===== config.mk =====
export PLATFORM = sky130hd
export DESIGN_NAME = chansel_ctl
export DESIGN_NICKNAME = d
export VERILOG_FILES = /design/src/rtl/chansel_pkg.sv /design/src/rtl/chansel_sync.sv /design/src/rtl/chansel_cond.sv /design/src/rtl/chansel_fsm.sv /design/src/rtl/chansel_ctl.sv
export SDC_FILE = /design/constraint.sdc
export NUM_CORES = 1
export LEC_CHECK = 0
export ABC_AREA = 1
export BUFFER_PORTS_ARGS = -buffer_cell sky130_fd_sc_hd__buf_2
export CAP_MARGIN = 15
export CELL_PAD_IN_SITES_DETAIL_PLACEMENT = 0
export CELL_PAD_IN_SITES_GLOBAL_PLACEMENT = 1
export CORE_ASPECT_RATIO = 1.75
export CORE_MARGIN = 2
export CORE_UTILIZATION = 48
export DETAILED_ROUTE_END_ITERATION = 8
export GPL_ROUTABILITY_DRIVEN = 0
export PLACE_DENSITY = 0.93
export REMOVE_ABC_BUFFERS = 1
export SETUP_SLACK_MARGIN = 0.4
export SLEW_MARGIN = 20
export SYNTH_ARGS = -nofsm -noshare
export SYNTH_HDL_FRONTEND = slang
export SYNTH_SLANG_ARGS = --single-unit

===== constraint.sdc =====
create_clock -name clk -period 3.1 [get_ports clk]
set_input_delay 0.31 -clock clk [delete_from_list [all_inputs] [get_ports clk]]
set_output_delay 0.31 -clock clk [all_outputs]
set_load 0.01 [all_outputs]

===== src/rtl/chansel_pkg.sv =====
package chansel_pkg;
  localparam int unsigned N_CH   = 4;
  localparam int unsigned SEL_W  = 3;
  localparam int unsigned BYTE_W = 8;

  typedef enum logic [2:0] {
    S_IDLE, S_ADDR, S_AACK, S_WBYTE, S_WACK, S_RBYTE, S_RACK, S_SKIP
  } bus_st_t;

  // Channel enables from a stored selection: bit 2 gates, bits 1:0 index.
  function automatic logic [N_CH-1:0] sel_to_en(input logic [SEL_W-1:0] sel);
    logic [N_CH-1:0] en;
    en = '0;
    if (sel[2]) en[sel[1:0]] = 1'b1;
    return en;
  endfunction

  // Status byte: active interrupts high nibble, zero, stored selection.
  function automatic logic [BYTE_W-1:0] status_of(input logic [N_CH-1:0] irq_act,
                                                 input logic [SEL_W-1:0] sel);
    return {irq_act, 1'b0, sel};
  endfunction
endpackage


===== src/rtl/chansel_sync.sv =====
module chansel_sync #(
  parameter int unsigned W      = 1,
  parameter int unsigned STAGES = 2,
  parameter logic        RVAL   = 1'b1
) (
  input  logic         clk,
  input  logic         rst_n,
  input  logic [W-1:0] d,
  output logic [W-1:0] q
);
  logic [W-1:0] stg [STAGES];

  for (genvar i = 0; i < STAGES; i++) begin : g_stage
    always_ff @(posedge clk or negedge rst_n) begin
      if (!rst_n) stg[i] <= {W{RVAL}};
      else if (i == 0) stg[i] <= d;
      else stg[i] <= stg[(i == 0) ? 0 : i-1];
    end
  end

  assign q = stg[STAGES-1];
endmodule


===== src/rtl/chansel_cond.sv =====
module chansel_cond (
  input  logic clk,
  input  logic rst_n,
  input  logic scl_s,
  input  logic sda_s,
  output logic start_e,
  output logic stop_e,
  output logic scl_rise,
  output logic scl_fall
);
  logic scl_d, sda_d;

  always_ff @(posedge clk or negedge rst_n) begin
    if (!rst_n) begin
      scl_d <= 1'b1;
      sda_d <= 1'b1;
    end else begin
      scl_d <= scl_s;
      sda_d <= sda_s;
    end
  end

  assign start_e  = scl_s & scl_d & sda_d & ~sda_s;
  assign stop_e   = scl_s & scl_d & ~sda_d & sda_s;
  assign scl_rise = scl_s & ~scl_d;
  assign scl_fall = ~scl_s & scl_d;
endmodule


===== src/rtl/chansel_fsm.sv =====
module chansel_fsm
  import chansel_pkg::*;
#(
  parameter logic [3:0] ADDR_HI = 4'b1110
) (
  input  logic             clk,
  input  logic             rst_n,
  input  logic             sda_s,
  input  logic             start_e,
  input  logic             stop_e,
  input  logic             scl_rise,
  input  logic             scl_fall,
  input  logic [2:0]       addr_pins,
  input  logic [N_CH-1:0]  irq_act,
  output bus_st_t          st,
  output logic [SEL_W-1:0] sel_q,
  output logic             sda_oe
);
  localparam int unsigned CNT_W = $clog2(BYTE_W + 1);

  logic [CNT_W-1:0]  cnt;
  logic [BYTE_W-1:0] sh, tx;
  logic [SEL_W-1:0]  pend;
  logic              pend_vld, mack;
  logic              byte_in, addr_hit;

  assign byte_in  = scl_fall && (cnt == CNT_W'(BYTE_W));
  assign addr_hit = (sh[7:1] == {ADDR_HI, addr_pins});

  always_ff @(posedge clk or negedge rst_n) begin
    if (!rst_n) begin
      st <= S_IDLE; cnt <= '0; sh <= '0; tx <= '0;
      pend <= '0; pend_vld <= 1'b0; sel_q <= '0; mack <= 1'b0;
    end else if (stop_e) begin
      st <= S_IDLE;
      if (pend_vld) sel_q <= pend;
      pend_vld <= 1'b0;
    end else if (start_e) begin
      st  <= S_ADDR;
      cnt <= '0;
    end else begin
      case (st)
        S_ADDR: begin
          if (scl_rise) begin
            sh  <= {sh[6:0], sda_s};
            cnt <= cnt + 1'b1;
          end else if (byte_in) st <= addr_hit ? S_AACK : S_SKIP;
        end
        S_AACK: if (scl_fall) begin
          cnt <= '0;
          if (sh[0]) begin
            tx <= status_of(irq_act, sel_q);
            st <= S_RBYTE;
          end else st <= S_WBYTE;
        end
        S_WBYTE: begin
          if (scl_rise) begin
            sh  <= {sh[6:0], sda_s};
            cnt <= cnt + 1'b1;
          end else if (byte_in) begin
            pend     <= sh[SEL_W-1:0];
            pend_vld <= 1'b1;
            st       <= S_WACK;
          end
        end
        S_WACK: if (scl_fall) begin
          cnt <= '0;
          st  <= S_WBYTE;
        end
        S_RBYTE: if (scl_fall) begin
          if (cnt == CNT_W'(BYTE_W - 1)) st <= S_RACK;
          else begin
            tx  <= {tx[6:0], 1'b0};
            cnt <= cnt + 1'b1;
          end
        end
        S_RACK: begin
          if (scl_rise) mack <= ~sda_s;
          else if (scl_fall) begin
            if (mack) begin
              tx  <= status_of(irq_act, sel_q);
              cnt <= '0;
              st  <= S_RBYTE;
            end else st <= S_SKIP;
          end
        end
        default: ;
      endcase
    end
  end

  assign sda_oe = (st == S_AACK) || (st == S_WACK) || ((st == S_RBYTE) && !tx[7]);
endmodule


===== src/rtl/chansel_ctl.sv =====
module chansel_ctl
  import chansel_pkg::*;
#(
  parameter int unsigned SYNC_STAGES = 2,
  parameter logic [3:0]  ADDR_HI     = 4'b1110
) (
  input  logic       clk,
  input  logic       rst_n,
  input  logic       scl_i,
  input  logic       sda_i,
  output logic       sda_oe,
  input  logic [2:0] addr_pins,
  input  logic [3:0] irq_n,
  output logic [3:0] chan_en
);
  logic            scl_s, sda_s;
  logic [N_CH-1:0] irq_s;
  logic            start_w, stop_w, rise_w, fall_w;
  bus_st_t         st_w;
  logic [SEL_W-1:0] sel_w;

  chansel_sync #(.W(2), .STAGES(SYNC_STAGES), .RVAL(1'b1)) u_bus_sync (
    .clk(clk), .rst_n(rst_n), .d({scl_i, sda_i}), .q({scl_s, sda_s}));

  chansel_sync #(.W(N_CH), .STAGES(SYNC_STAGES), .RVAL(1'b1)) u_irq_sync (
    .clk(clk), .rst_n(rst_n), .d(irq_n), .q(irq_s));

  chansel_cond u_cond (
    .clk(clk), .rst_n(rst_n), .scl_s(scl_s), .sda_s(sda_s),
    .start_e(start_w), .stop_e(stop_w), .scl_rise(rise_w), .scl_fall(fall_w));

  chansel_fsm #(.ADDR_HI(ADDR_HI)) u_fsm (
    .clk(clk), .rst_n(rst_n), .sda_s(sda_s),
    .start_e(start_w), .stop_e(stop_w), .scl_rise(rise_w), .scl_fall(fall_w),
    .addr_pins(addr_pins), .irq_act(~irq_s),
    .st(st_w), .sel_q(sel_w), .sda_oe(sda_oe));

  assign chan_en = sel_to_en(sel_w);
endmodule


==> impl_metrics.json <==
{
  "cp.required_ns": 2.79,
  "cts_sinks": 45,
  "rsz0062_at_grt": "false",
  "met1_length_um": 1450,
  "path_clk_slew_ns": 0.08,
  "pin_count": 16,
  "core_um2": 4190,
  "cts_root_buf": "clkbuf_8",
  "grt-ovfl-total": 0,
  "synth_fa_ha_area_share_pct": 1.18,
  "synth_compound_area_share_pct": 9.89,
  "cts-resized-gates": 0,
  "layout-drive-gt1-share_pct": 19.6,
  "ys_seq_elements": 45,
  "drt_iter0_markers": 44,
  "finClkSkew_ns": 0.0138,
  "grt_pass1_vias": 1646,
  "tritoncts": "built",
  "cts_max_level": 2,
  "ys_async_sr_fraction_pct": 100,
  "setup_viol": 0,
  "cpMaxStageDelayCell": "dfrtp_1",
  "cp.arrival_ns": 1.54,
  "cellLeakagePower_nw": 1.18,
  "final_cells": 320,
  "yosys_warnings": 0,
  "cp_max_fo": 14,
  "wl_met2_um": 2150,
  "outcome": "finished with violations",
  "ant_nets": 0,
  "clock_path_buffers": 2,
  "path_cells": "inv_1, nand3_2, o21ai_0, buf_2",
  "finalMaxSlewViolations": 0,
  "synth_mux_area_share_pct": 0.533,
  "ir_drop_v": 0.000446,
  "routed.top_layer": "met4",
  "port-buffer-count": 15,
  "hold_slack_ns": -0.0136,
  "max_freq_mhz": 541,
  "synthSimpleGateAreaFrac_pct": 26.1,
  "preCtsSetupSlack_ns": 1.33,
  "postCtsHoldBufs": 0,
  "synth_area_um2": 2110,
  "post_drt_wl_per_cell_um": 11.9,
  "synth.avg_cell_area_um2": 8.35,
  "antenna_found_initial": 0,
  "hold_path_class": "in -> async",
  "clkLatencyLatePin_ns": 0.30,
  "route.met3.wl_um": 90,
  "violations": "negative hold slack",
  "first_pass_iters": 4,
  "pwr_density_cell_nw_per_um2": 800,
  "period_needed_ns": 1.85,
  "place_hpwl_um": 2900,
  "dp_cells": 312,
  "die_x_um": 54.1,
  "critPathKind": "reg -> out",
  "track_usage_pct": 18.5,
  "timing.slew.headroom_pct": 63.7,
  "ys_types": 25,
  "cts_made_buffers": 5,
  "remaining_drc_errors": 0,
  "ys_seq_area_share_pct": 54.1,
  "viasPerCell": 5.08,
  "rows": 31,
  "antenna_cells": 0,
  "max_cap_viol_count": 0,
  "start_util_pct": 50.4,
  "crit_path_end_kind": "output port",
  "period_share_pct": 59.6,
  "grt_max_degree": 46,
  "placed_cell_area_um2": 2220,
  "cp-start-kind": "flop",
  "path_delay_family": "flip-flops",
  "hold_viol": 10,
  "synth_top_family_by_area": "simple AND/OR/NAND/NOR gates",
  "fin_nets": 283,
  "routed_wl_um": 3800,
  "vias": 1624,
  "fin_ws_ns": 1.25,
  "synth_ff_type": "dfrtp_1",
  "die_h_um": 91.8,
  "grt_first_pass_wirelength_um": 6760,
  "critPathBufInv": 2,
  "synthCells": 253,
  "final.setup.tns_ns": 0,
  "tightestPinTransition_ns": 0.544,
  "fin_area_um2": 2300,
  "slowest_delay_ns": 0.50,
  "synth_xor_area_share_pct": 0.415,
  "area_growth_pct": 9.12,
  "die_area_um2": 4970,
  "synth_edf_count": 0,
  "post-cts-setup-buffers": 0
}
[worst reg2reg max path: cells and delay by family, from the launching register on]
family | cells | cell delay [ns]
AND/OR/NAND/NOR | 3 | 0.50
flip-flops | 1 | 0.50
buffers and inverters | 3 | 0.34
AO/OA/AOI/OAI | 2 | 0.33
[flip-flops by register name (all words and copies together), names as in the netlist, 2 cells and up]
| name | flops |
|---|---|
| u_fsm.sel_q | 3 |
| u_fsm.tx | 8 |
| u_bus_sync.stg | 2 |
| u_irq_sync.q | 4 |
| u_fsm.cnt | 4 |
| u_fsm.pend | 3 |
| u_irq_sync.stg | 4 |
| u_fsm.st | 3 |
| u_fsm.sh | 8 |
| u_bus_sync.q | 2 |
[worst paths after layout]
kind                                     end  slack [ns]              start  cells past startpoint
setup / recovery                      sda_oe        1.25        u_fsm.st[1]                      4
hold / removal                   u_fsm.tx[1]       -0.01              rst_n                      1
setup reg to reg                 u_fsm.tx[1]        1.33        u_fsm.st[1]                      8
hold reg to reg              u_irq_sync.q[2]        0.36  u_irq_sync.stg[6]                      0
max in group asynchronous    u_bus_sync.q[0]        2.71              rst_n                      1
min in group clk           u_irq_sync.stg[4]        0.10           irq_n[0]                      1
[cell type report]
type / count / area (um^2)
clock inverters: 1 / 5.00
clock buffers: 7 / 76.3
fillers: 414 / 1880
multi-input cells: 167 / 806
inverters: 36 / 135
well taps: 49 / 61.3
flip-flops and latches: 45 / 1140
repair buffers: 15 / 77.6
[synthesized netlist by cell type (2+ instances only)]
master,instances,area [um^2]
nand2_2,3,18.8
inv_1,34,128
o21ai_2,6,52.6
a21oi_1,5,25.0
nand2_1,75,282
nand3_2,2,20.0
nor2_4,2,22.5
nor3_1,7,35.0
dfstp_2,14,368
buf_4,2,15.0
nor2_1,17,63.8
dfrtp_1,31,776
clkbuf_1,2,7.51
o21ai_0,23,115
nand4_1,3,18.8
o21ai_1,2,10.0
inv_2,2,7.51
nand3_1,15,75.1
ha_1,2,25.0
[layout by cell type (no fill, tap or decap), types with 2 or more instances in the layout]
master	n
nand2_1	75
inv_1	34
dfrtp_1	31
o21ai_0	23
nor2_1	17
nand3_1	15
buf_2	14
dfstp_2	14
nor3_1	7
o21ai_2	6
a21oi_1	5
clkbuf_8	5
nand4_1	3
nand2_2	3
nand3_2	2
inv_2	2
nor2_4	2
o21ai_1	2
ha_1	2
clkbuf_1	2
[layer usage]
metal	vias to the layer above	track usage [%]
li1	831	-
met4	0	9.79
met5	-	0
met3	8	4.07
met2	19	33.1
met1	766	18.3
[kinds of logic after synthesis]
| kind of cell | count (synthesis) |
|---|---|
| compound gates | 37 |
| xor+xnor | 1 |
| fa+ha+maj | 2 |
| buf+inv | 41 |
| flops | 45 |
| mux | 1 |
| simple gates | 126 |
[where the power goes]
group | switching, mW | internal, mW
clock | 0.182 | 0.158
sequential | 0.114 | 0.721
combinational | 0.438 | 0.232
[stage by stage]
stage	utilization, %	power [mW]
after global placement	53.0	1.51
after CTS	55.0	1.87
after floorplan	-	1.34
after detailed placement	53.0	1.52
final	55.0	1.84
after global routing	55.0	2.03
No activity file was read; power rests on OpenSTA's default activity.
